## src/rtl/scan_pkg.sv

```systemverilog
// Shared definitions for the boundary-scan test port: controller states,
// instruction codes and the decode from code to serial path and pad mode.
// Assumes the instruction width is fixed at eight bits.
package scan_pkg;

    localparam int IR_W = 8;

    typedef enum logic [3:0] {
        ST_RESET, ST_IDLE,
        ST_SEL_DR, ST_CAP_DR, ST_SH_DR, ST_EX1_DR, ST_PAU_DR, ST_EX2_DR, ST_UPD_DR,
        ST_SEL_IR, ST_CAP_IR, ST_SH_IR, ST_EX1_IR, ST_PAU_IR, ST_EX2_IR, ST_UPD_IR
    } tap_state_e;

    localparam logic [IR_W-1:0] OP_BYPASS   = 8'hFF;
    localparam logic [IR_W-1:0] OP_EXT_TEST = 8'h00;
    localparam logic [IR_W-1:0] OP_SAMPLE   = 8'h01;
    localparam logic [IR_W-1:0] OP_IDENT    = 8'h02;
    localparam logic [IR_W-1:0] OP_CLAMP    = 8'h04;
    localparam logic [IR_W-1:0] OP_HIGHZ    = 8'h08;
    localparam logic [IR_W-1:0] IR_CAPTURE  = 8'h01;

    typedef enum logic [1:0] {PATH_BYPASS, PATH_IDENT, PATH_BOUNDARY} dr_path_e;
    typedef enum logic [1:0] {PADS_CORE, PADS_LATCH, PADS_OFF} pad_mode_e;

    typedef struct packed {
        dr_path_e  path;
        pad_mode_e pads;
    } op_decode_t;

    // Map an instruction code to its data path and pad mode; unknown codes act as bypass.
    function automatic op_decode_t decode_op(input logic [IR_W-1:0] op);
        op_decode_t d;
        d.path = PATH_BYPASS;
        d.pads = PADS_CORE;
        case (op)
            OP_EXT_TEST: begin d.path = PATH_BOUNDARY; d.pads = PADS_LATCH; end
            OP_SAMPLE:   d.path = PATH_BOUNDARY;
            OP_IDENT:    d.path = PATH_IDENT;
            OP_CLAMP:    d.pads = PADS_LATCH;
            OP_HIGHZ:    d.pads = PADS_OFF;
            default:     ;
        endcase
        return d;
    endfunction

endpackage

```

## src/rtl/scan_fsm.sv

```systemverilog
// Sixteen-state test controller. Advances on the rising test clock from the
// mode-select input; the synchronous active-low reset forces Test-Logic-Reset.
module scan_fsm
    import scan_pkg::*;
(
    input  logic       clk,
    input  logic       rst_n,
    input  logic       mode_sel,
    output tap_state_e state_o
);

    tap_state_e state_q, state_d;

    // Next-state table of the controller.
    always_comb begin
        state_d = state_q;
        unique case (state_q)
            ST_RESET:  state_d = mode_sel ? ST_RESET  : ST_IDLE;
            ST_IDLE:   state_d = mode_sel ? ST_SEL_DR : ST_IDLE;
            ST_SEL_DR: state_d = mode_sel ? ST_SEL_IR : ST_CAP_DR;
            ST_CAP_DR: state_d = mode_sel ? ST_EX1_DR : ST_SH_DR;
            ST_SH_DR:  state_d = mode_sel ? ST_EX1_DR : ST_SH_DR;
            ST_EX1_DR: state_d = mode_sel ? ST_UPD_DR : ST_PAU_DR;
            ST_PAU_DR: state_d = mode_sel ? ST_EX2_DR : ST_PAU_DR;
            ST_EX2_DR: state_d = mode_sel ? ST_UPD_DR : ST_SH_DR;
            ST_UPD_DR: state_d = mode_sel ? ST_SEL_DR : ST_IDLE;
            ST_SEL_IR: state_d = mode_sel ? ST_RESET  : ST_CAP_IR;
            ST_CAP_IR: state_d = mode_sel ? ST_EX1_IR : ST_SH_IR;
            ST_SH_IR:  state_d = mode_sel ? ST_EX1_IR : ST_SH_IR;
            ST_EX1_IR: state_d = mode_sel ? ST_UPD_IR : ST_PAU_IR;
            ST_PAU_IR: state_d = mode_sel ? ST_EX2_IR : ST_PAU_IR;
            ST_EX2_IR: state_d = mode_sel ? ST_UPD_IR : ST_SH_IR;
            ST_UPD_IR: state_d = mode_sel ? ST_SEL_DR : ST_IDLE;
            default:   state_d = ST_RESET;
        endcase
    end

    // State register with synchronous reset.
    always_ff @(posedge clk) begin
        if (!rst_n) state_q <= ST_RESET;
        else        state_q <= state_d;
    end

    assign state_o = state_q;

    // Run of consecutive high mode-select edges, saturating at five (checking aid).
    logic [2:0] ones_q;
    always_ff @(posedge clk) begin
        if (!rst_n || !mode_sel) ones_q <= '0;
        else if (ones_q != 3'd5) ones_q <= ones_q + 3'd1;
    end

    AST_FIVE_ONES_RESET: assert property (@(posedge clk) disable iff (!rst_n)
        (ones_q == 3'd5) |-> (state_q == ST_RESET));

endmodule

```

## src/rtl/scan_ir.sv

```systemverilog
// Instruction register: a shift stage loaded through its MSB and an update
// stage holding the active code. Test-Logic-Reset forces the identification code.
module scan_ir
    import scan_pkg::*;
(
    input  logic            clk,
    input  logic            rst_n,
    input  tap_state_e      state,
    input  logic            scan_in,
    output logic            ir_lsb,
    output logic [IR_W-1:0] op_o,
    output op_decode_t      dec_o
);

    logic [IR_W-1:0] sr_q, op_q;

    // Shift stage: capture the fixed pattern, then shift toward the LSB.
    always_ff @(posedge clk) begin
        if (!rst_n)                  sr_q <= '0;
        else if (state == ST_CAP_IR) sr_q <= IR_CAPTURE;
        else if (state == ST_SH_IR)  sr_q <= {scan_in, sr_q[IR_W-1:1]};
    end

    // Update stage: identification code in reset, shift contents on Update-IR.
    always_ff @(posedge clk) begin
        if (!rst_n || state == ST_RESET) op_q <= OP_IDENT;
        else if (state == ST_UPD_IR)     op_q <= sr_q;
    end

    assign ir_lsb = sr_q[0];
    assign op_o   = op_q;
    assign dec_o  = decode_op(op_q);

    AST_RESET_LOADS_IDENT: assert property (@(posedge clk) disable iff (!rst_n)
        (state == ST_RESET) |=> (op_q == OP_IDENT));
    AST_IR_ENTERS_MSB: assert property (@(posedge clk) disable iff (!rst_n)
        (state == ST_SH_IR) |=> (sr_q[IR_W-1] == $past(scan_in)));

endmodule

```

## src/rtl/scan_dr.sv

```systemverilog
// Bypass and identification data registers. Each captures its constant in
// Capture-DR and shifts through its MSB when selected. Assumes ID_VALUE is odd.
module scan_dr
    import scan_pkg::*;
#(
    parameter logic [31:0] ID_VALUE = 32'h4B1D_3C97
) (
    input  logic       clk,
    input  logic       rst_n,
    input  tap_state_e state,
    input  dr_path_e   path,
    input  logic       scan_in,
    output logic       byp_lsb,
    output logic       id_lsb
);

    localparam int ID_W = $bits(ID_VALUE);

    logic            byp_q;
    logic [ID_W-1:0] id_q;

    // Bypass cell: capture zero, then pass one bit per shift.
    always_ff @(posedge clk) begin
        if (!rst_n) byp_q <= 1'b0;
        else if (path == PATH_BYPASS) begin
            if (state == ST_CAP_DR)     byp_q <= 1'b0;
            else if (state == ST_SH_DR) byp_q <= scan_in;
        end
    end

    // Identification register: capture the constant, then shift it out.
    always_ff @(posedge clk) begin
        if (!rst_n) id_q <= ID_VALUE;
        else if (path == PATH_IDENT) begin
            if (state == ST_CAP_DR)     id_q <= ID_VALUE;
            else if (state == ST_SH_DR) id_q <= {scan_in, id_q[ID_W-1:1]};
        end
    end

    assign byp_lsb = byp_q;
    assign id_lsb  = id_q[0];

    AST_BYPASS_ONE_BIT: assert property (@(posedge clk) disable iff (!rst_n)
        (state == ST_SH_DR && path == PATH_BYPASS) |=> (byp_q == $past(scan_in)));

endmodule

```

## src/rtl/scan_bsr.sv

```systemverilog
// Boundary register with update latches. Cell order from the serial output:
// inputs, then output data, then output enables. Updates only on Update-DR
// while the boundary path is selected.
module scan_bsr
    import scan_pkg::*;
#(
    parameter int NUM_IN  = 4,
    parameter int NUM_OUT = 4
) (
    input  logic               clk,
    input  logic               rst_n,
    input  tap_state_e         state,
    input  dr_path_e           path,
    input  logic               scan_in,
    input  logic [NUM_IN-1:0]  pad_in,
    input  logic [NUM_OUT-1:0] core_out,
    input  logic [NUM_OUT-1:0] core_oe,
    output logic               bsr_lsb,
    output logic [NUM_OUT-1:0] lat_out,
    output logic [NUM_OUT-1:0] lat_oe
);

    localparam int LEN    = NUM_IN + 2 * NUM_OUT;
    localparam int OUT_LO = NUM_IN;
    localparam int OE_LO  = NUM_IN + NUM_OUT;

    logic [LEN-1:0] cap_vec, sr_q, lat_q;
    logic           sel;

    assign sel = (path == PATH_BOUNDARY);

    // Per-cell capture source, chosen by the cell's position in the chain.
    for (genvar g = 0; g < LEN; g++) begin : g_cell
        if (g < OUT_LO) begin : g_in
            assign cap_vec[g] = pad_in[g];
        end else if (g < OE_LO) begin : g_dat
            assign cap_vec[g] = core_out[g - OUT_LO];
        end else begin : g_en
            assign cap_vec[g] = core_oe[g - OE_LO];
        end
    end

    // Shift stage: capture the pad and core view, then shift.
    always_ff @(posedge clk) begin
        if (!rst_n) sr_q <= '0;
        else if (sel) begin
            if (state == ST_CAP_DR)     sr_q <= cap_vec;
            else if (state == ST_SH_DR) sr_q <= {scan_in, sr_q[LEN-1:1]};
        end
    end

    // Update latches: load on Update-DR, hold across later instructions.
    always_ff @(posedge clk) begin
        if (!rst_n)                         lat_q <= '0;
        else if (sel && state == ST_UPD_DR) lat_q <= sr_q;
    end

    assign bsr_lsb = sr_q[0];
    assign lat_out = lat_q[OE_LO-1:OUT_LO];
    assign lat_oe  = lat_q[LEN-1:OE_LO];

    AST_LATCH_HOLD: assert property (@(posedge clk) disable iff (!rst_n)
        (state != ST_UPD_DR) |=> $stable(lat_q));

endmodule

```

## src/rtl/scan_port.sv

```systemverilog
// Top of the boundary-scan test port. Joins controller, instruction and data
// registers, selects the serial output on the falling edge and gates the pads.
// Assumes pad drivers honour pad_oe for high impedance.
module scan_port
    import scan_pkg::*;
#(
    parameter int          NUM_IN   = 4,
    parameter int          NUM_OUT  = 4,
    parameter logic [31:0] ID_VALUE = 32'h4B1D_3C97
) (
    input  logic               test_clk,
    input  logic               test_rst_n,
    input  logic               mode_sel,
    input  logic               scan_in,
    output logic               scan_out,
    output logic               scan_out_en,
    input  logic [NUM_IN-1:0]  pad_in,
    input  logic [NUM_OUT-1:0] core_out,
    input  logic [NUM_OUT-1:0] core_oe,
    output logic [NUM_OUT-1:0] pad_out,
    output logic [NUM_OUT-1:0] pad_oe
);

    tap_state_e         state;
    op_decode_t         dec;
    logic [IR_W-1:0]    op;
    logic               ir_lsb, byp_lsb, id_lsb, bsr_lsb, dr_lsb;
    logic [NUM_OUT-1:0] lat_out, lat_oe;

    scan_fsm i_fsm (
        .clk(test_clk), .rst_n(test_rst_n), .mode_sel(mode_sel), .state_o(state)
    );

    scan_ir i_ir (
        .clk(test_clk), .rst_n(test_rst_n), .state(state), .scan_in(scan_in),
        .ir_lsb(ir_lsb), .op_o(op), .dec_o(dec)
    );

    scan_dr #(.ID_VALUE(ID_VALUE)) i_dr (
        .clk(test_clk), .rst_n(test_rst_n), .state(state), .path(dec.path),
        .scan_in(scan_in), .byp_lsb(byp_lsb), .id_lsb(id_lsb)
    );

    scan_bsr #(.NUM_IN(NUM_IN), .NUM_OUT(NUM_OUT)) i_bsr (
        .clk(test_clk), .rst_n(test_rst_n), .state(state), .path(dec.path),
        .scan_in(scan_in), .pad_in(pad_in), .core_out(core_out), .core_oe(core_oe),
        .bsr_lsb(bsr_lsb), .lat_out(lat_out), .lat_oe(lat_oe)
    );

    // Pick the LSB of the data register the active instruction selects.
    always_comb begin
        unique case (dec.path)
            PATH_IDENT:    dr_lsb = id_lsb;
            PATH_BOUNDARY: dr_lsb = bsr_lsb;
            default:       dr_lsb = byp_lsb;
        endcase
    end

    // Serial output stage on the falling edge, enabled only in the shift states.
    always_ff @(negedge test_clk) begin
        if (!test_rst_n) begin
            scan_out    <= 1'b0;
            scan_out_en <= 1'b0;
        end else if (state == ST_SH_IR) begin
            scan_out    <= ir_lsb;
            scan_out_en <= 1'b1;
        end else if (state == ST_SH_DR) begin
            scan_out    <= dr_lsb;
            scan_out_en <= 1'b1;
        end else begin
            scan_out_en <= 1'b0;
        end
    end

    // Pad gating by instruction mode.
    always_comb begin
        unique case (dec.pads)
            PADS_LATCH: begin pad_out = lat_out;  pad_oe = lat_oe;  end
            PADS_OFF:   begin pad_out = core_out; pad_oe = '0;      end
            default:    begin pad_out = core_out; pad_oe = core_oe; end
        endcase
    end

    logic unused_op;
    assign unused_op = ^op;

    AST_OUT_EN_SHIFT_ONLY: assert property (@(posedge test_clk) disable iff (!test_rst_n)
        scan_out_en |-> (state == ST_SH_IR || state == ST_SH_DR));

endmodule

```

## config.mk

```make
export PLATFORM = sky130hd
export DESIGN_NAME = scan_port
export DESIGN_NICKNAME = d
export VERILOG_FILES = /design/src/rtl/scan_pkg.sv /design/src/rtl/scan_fsm.sv /design/src/rtl/scan_ir.sv /design/src/rtl/scan_dr.sv /design/src/rtl/scan_bsr.sv /design/src/rtl/scan_port.sv
export SDC_FILE = /design/constraint.sdc
export NUM_CORES = 1
export LEC_CHECK = 0
export BUFFER_PORTS_ARGS = -buffer_cell sky130_fd_sc_hd__buf_2
export CAP_MARGIN = 10
export CORE_ASPECT_RATIO = 1.25
export CORE_MARGIN = 2
export CORE_UTILIZATION = 65
export CTS_BUF_LIST = sky130_fd_sc_hd__clkbuf_8
export DETAILED_ROUTE_END_ITERATION = 12
export GPL_TIMING_DRIVEN = 0
export HOLD_SLACK_MARGIN = 0.03
export PLACE_DENSITY = 0.86
export RECOVER_POWER = 100
export SYNTH_ARGS = -nofsm -noshare
export SYNTH_HDL_FRONTEND = slang
export SYNTH_SLANG_ARGS = --single-unit
```

## constraint.sdc

```tcl
create_clock -name test_clk -period 4.7 [get_ports test_clk]
set_input_delay 0.235 -clock test_clk [delete_from_list [all_inputs] [get_ports test_clk]]
set_output_delay 0.235 -clock test_clk [all_outputs]
set_load 0.02 [all_outputs]
```

Word-level counts from Yosys, hierarchy flattened
Cells that the tools add are included.
{ "classes": {"n_eq_ne": 23, "muxes": 30, "bitwise": 1, "reduce_logical": 18} }
{ "op_table": {"columns": ["op", "n"], "rows": [
  ["$mux 32", 2],
  ["$pmux 4 s12", 1],
  ["$eq 4x4->1 const B", 8],
  ["$mux 12", 2],
  ["$mux 4", 5],
  ["$eq 4x3->1 const B", 4],
  ["$mux 1", 11],
  ["$reduce_or 2->1", 5],
  ["$eq 4x2->1 const B", 2],
  ["$eq 8x1->1 const B", 1],
  ["$eq 8x2->1 const B", 1],
  ["$eq 8x3->1 const B", 1],
  ["$eq 8x4->1 const B", 1],
  ["$logic_not 8->1", 1],
  ["$pmux 2 s2", 2],
  ["$pmux 4 s2", 1],
  ["$mux 2", 3],
  ["$mux 3", 2],
  ["$reduce_and 2->1", 3],
  ["$reduce_bool 2->1", 3],
  ["$eq 2x1->1 const B", 2],
  ["$eq 2x2->1 const B", 2],
  ["$eq 4x1->1 const B", 1],
  ["$logic_not 4->1", 1],
  ["7 further kinds", 7]
]} }
{ "totals": {"regBits": 79, "inputBits": 16, "wordCells": 82} }

Longest topological paths before layout
{ "logic_depth": {"depth_word": 7, "mapped_depth": 10, "mapped_depth_nobuf": 9} }

Cells and area by module
Synthesis repeated with hierarchy kept, for this count alone.
{ "hier_totals": {"hier_cells": 386, "area_unflattened_um2": 3751.1} }
{ "by_module_without_submodules": {"columns": ["module", "instances", "cells_per_inst", "area_per_inst_um2", "seq_area_each_um2"], "rows": [
  ["scan_dr", 1, 152, 1529.0, 660.6],
  ["scan_bsr", 1, 85, 934.6, 400.4],
  ["scan_ir", 1, 78, 691.9, 320.3],
  ["scan_fsm", 1, 40, 327.8, 80.1],
  ["scan_port", 1, 31, 267.8, 40.0]
]} }

==> parameters.txt <==
Parameter                              Value

Critical path
  Worst-path fanout max ... 3
  R2r endpoint ... scan_out
  WP data required ... 2.65 ns
  Number of cell instances on the worst register-to-register path ... 9
  Crit path arrival time ... 2.68 ns
  Slack of the worst reg-to-reg path ... -0.03 ns
  Category of the worst setup path launch point ... flop
  Critical Path End Type ... flop
  Worst r2r src ... i_ir.op_o[4]
  Path type of the worst setup path ... reg -> reg

Yosys
  Post-synth top area cell ... sky130_fd_sc_hd__dfxtp_1
  Count of warnings emitted by yosys ... 0
  Post-synth cell types ... 45
  Most used flip-flop cell after synthesis ... sky130_fd_sc_hd__dfxtp_1
  Largest family of logic cells by synthesized area ... simple AND/OR/NAND/NOR gates
  Post-synthesis instance area ... 0.00321 mm2
  Largest cells by area after synthesis ... sky130_fd_sc_hd__dfxtp_1 47%, sky130_fd_sc_hd__mux2i_1 6.2%, sky130_fd_sc_hd__nand2_1 5.5%, sky130_fd_sc_hd__o21ai_0 4.8%, sky130_fd_sc_hd__a21oi_1 3.9%
  Area share of the largest cell type after synthesis ... 46.7%
  Adder-cell area share of the yosys netlist ... 1.56%
  Count of flip-flops with a built-in enable after synthesis ... 0
  Mapped Avg Cell Area ... 8.48 um2
  Simple-gate share of the synthesized area ... 22.1%
  Share of synthesized area spent on multiplexers ... 7.63%
  Share of synthesized flip-flops with an asynchronous set or reset ... 0%
  Instance count of the mapped netlist ... 379
  Sequential-to-total area share from yosys stat ... 46.7%
  Number of synthesized register bits ... 75
  Number of nets in the synthesized netlist ... 399
  Area fraction in compound gates after synthesis ... 17.2%
  Synth Area in XOR/XNOR ... 0.273%

Routing
  Routed WL ... 7890 um
  Detailed router's first-iteration violation count ... 326
  Length of the first detailed-routing pass in iterations ... 4
  Post-DRT Antenna Nets ... 0
  Routed vias ... 2,922
  Residual DRC count ... 0
  DR vias/cell ... 6.05
  Post-detailed-route wirelength per cell ... 16.3 um

Die
  Height of the die ... 82.6 um
  Placeable core region ... 0.00476 mm2
  Total die area ... 0.00553 mm2
  Die boundary width ... 66.9 um
  Effective utilization at floorplan ... 67.4%
  I/O pin count ... 26
  Placement Rows ... 28

Clocking
  CTS tree ... built
  H-tree levels ... 3
  Total clock sinks ... 75
  Cell chosen for the clock root ... sky130_fd_sc_hd__clkbuf_8
  Number of buffers inserted during clock tree synthesis ... 9
  Max Root-Sink Buffers ... 2
  Hold buffers post-CTS ... 0
  Clock edge transition at the registers on the reported setup and hold paths ... 0.08 ns
  Clock latency at the later pin of the worst-skew pair ... 0.39 ns

Timing
  Setup ws final ... -0.0292 ns
  Hold Vio Cnt, Final ... 0
  Unrepaired setup endpoints after global routing ... true
  Final count of pins violating max slew ... 0
  Clock skew ... 0.0495 ns
  Setup violators final ... 1
  Worst slew pin tran ... 1.03 ns
  Setup TNS Final ... -0.0292 ns
  Normalized max-slew margin ... 30.4%

Worst hold path
  Worst Hold Class ... in -> reg
  Min-Delay Endpoint ... i_bsr.sr_q[3]
  Hold path start ... pad_in[3]
  Number of cells on the worst hold path ... 3

Global routing
  Via count of the first global-routing pass ... 2,839
  Global-route wire length before repair ... 12,600 um
  Initial antenna violation count ... 0
  Tot GR Track Use ... 30.4%
  Largest net degree at the start of global routing ... 13
  Total global routing overflow ... 0

Finish
  Diodes inserted ... 0
  Final-stage net count ... 439
  Final std cells w/o fill ... 483
  Most frequent cells in the layout ... 73 x sky130_fd_sc_hd__dfxtp_1, 47 x sky130_fd_sc_hd__nand2_1, 32 x sky130_fd_sc_hd__o21ai_0, 32 x sky130_fd_sc_hd__buf_2, 31 x sky130_fd_sc_hd__nor2_1
  Commonest non-fill, non-tap cell in the layout ... sky130_fd_sc_hd__dfxtp_1
  Fraction of final layout cells with drive strength greater than 1 ... 16.8%
  Area grow syn2layout ... 15.3%

Placement
  Number of I/O port buffers ... 25
  Routability cong. ... 0.907
  DPL Wire Length ... 4970 um
  Worst slack at placement ... -0.103 ns
  Total instance count after detailed placement ... 464

Power and ir drop
  Leakage Power ... 1.39 nW
  Power density of the placed cells ... 355 mW/mm2
  Worst IR drop on VDD ... 0.425 mV

Outcome
  Violations in the final reports ... negative setup slack
  Outcome ... complete, but fails checks

Run
  Max-cap violation count ... 0
## metal layers
layer | global-route usage (%) | vias to the layer above | share of wire [%]
li1 | - | 1418 | -
met1 | 33.6 | 1374 | 40
met2 | 53.6 | 92 | 51
met3 | 7.32 | 38 | 4.3
met4 | 15.9 | 0 | 4.6
met5 | 0 | - | 0
## flip-flops by register name (all words and copies together), names as in the netlist
signal and flops:
i_bsr.lat_q 8, i_bsr.sr_q 12, i_dr.byp_lsb 1, i_dr.id_q 32
i_fsm.state_o 4, i_ir.op_o 8, i_ir.sr_q 8, scan_out 1
scan_out_en 1
## critical path, stage by stage (launching register included)
cell and delay (ns):
sky130_fd_sc_hd__dfxtp_2 0.32, sky130_fd_sc_hd__or4_4 0.53, sky130_fd_sc_hd__or3_4 0.34, sky130_fd_sc_hd__or3b_4 0.44, sky130_fd_sc_hd__inv_2 0.08, sky130_fd_sc_hd__ha_4 0.13, sky130_fd_sc_hd__a22oi_2 0.07, sky130_fd_sc_hd__nor2_2 0.13
sky130_fd_sc_hd__a211oi_2 0.05, sky130_fd_sc_hd__a311oi_1 0.24
## metrics by stage
stage	total power, mW	hold WS [ns]	util (%)	cell area (um2)
after floorplan	0.750	0.382	-	3210
after global placement	0.780	0.439	71.6	3410
after detailed placement	0.783	0.444	71.6	3410
after CTS	1.32	0.137	77.2	3680
after global routing	1.36	0.163	77.8	3710
final	1.31	0.144	77.8	3710
## cell type report
cell class	instances	area [um2]
multi-input cells	269	1620
flip-flops and latches	75	1500
fillers	339	1060
repair buffers	28	148
clock buffers	10	138
plain buffers	29	121
clock inverters	7	85.1
well taps	60	75.1
inverters	5	18.8
## worst max path at each step
stage                             from  endpoint  slack [ns]  cells past startpoint
after floorplan           i_ir.op_o[4]  scan_out        0.07                      8
after global placement    i_ir.op_o[4]  scan_out       -0.09                      8
after detailed placement  i_ir.op_o[4]  scan_out       -0.10                      8
after CTS                 i_ir.op_o[7]  scan_out       -0.04                      9
after global routing      i_ir.op_o[4]  scan_out       -0.07                      9
final                     i_ir.op_o[4]  scan_out       -0.03                      9
## synthesized netlist by cell type (2+ instances only)
| master | instances |
|---|---|
| sky130_fd_sc_hd__mux2i_1 | 20 |
| sky130_fd_sc_hd__nand3b_1 | 4 |
| sky130_fd_sc_hd__inv_1 | 6 |
| sky130_fd_sc_hd__nor2_1 | 33 |
| sky130_fd_sc_hd__nand2_1 | 47 |
| sky130_fd_sc_hd__a21oi_1 | 25 |
| sky130_fd_sc_hd__o2bb2ai_1 | 11 |
| sky130_fd_sc_hd__buf_1 | 3 |
| sky130_fd_sc_hd__o21ai_0 | 31 |
| sky130_fd_sc_hd__nor3_1 | 19 |
| sky130_fd_sc_hd__o31ai_1 | 7 |
| sky130_fd_sc_hd__a211oi_1 | 3 |
| sky130_fd_sc_hd__or3_1 | 3 |
| sky130_fd_sc_hd__clkbuf_1 | 16 |
| sky130_fd_sc_hd__mux2_2 | 4 |
| sky130_fd_sc_hd__nand3_1 | 19 |
| sky130_fd_sc_hd__nand4_1 | 6 |
| sky130_fd_sc_hd__a31oi_1 | 2 |
| sky130_fd_sc_hd__dfxtp_1 | 75 |
| sky130_fd_sc_hd__ha_1 | 4 |
| sky130_fd_sc_hd__buf_2 | 9 |
| sky130_fd_sc_hd__o21ai_1 | 4 |
| sky130_fd_sc_hd__nand2b_1 | 4 |
| sky130_fd_sc_hd__nor2b_1 | 3 |
## cell families after synthesis
family,Yosys count
xor gates and xnor gates,1
AOI/OAI and AO/OA,91
DFF,75
buffers and inverters,35
muxes,24
and+or+nand+nor,149
adders and majority gates,4
## power breakdown
part | total [mW] | internal [mW] | switching (mW)
Sequential | 0.658 | 0.649 | 0.00851
Clock | 0.547 | 0.311 | 0.236
Combinational | 0.109 | 0.0382 | 0.0712
## repair_timing
item | 4_1_cts | 5_1_grt
gates resized for setup | 5 | 9
gates cloned | 0 | 0
setup buffers | 3 | 0
endpoints found under the hold margin | 0 | 0
pin swaps | 6 | 8
setup endpoints to repair | 1 | 1
No activity file was read; power rests on OpenSTA's default activity.
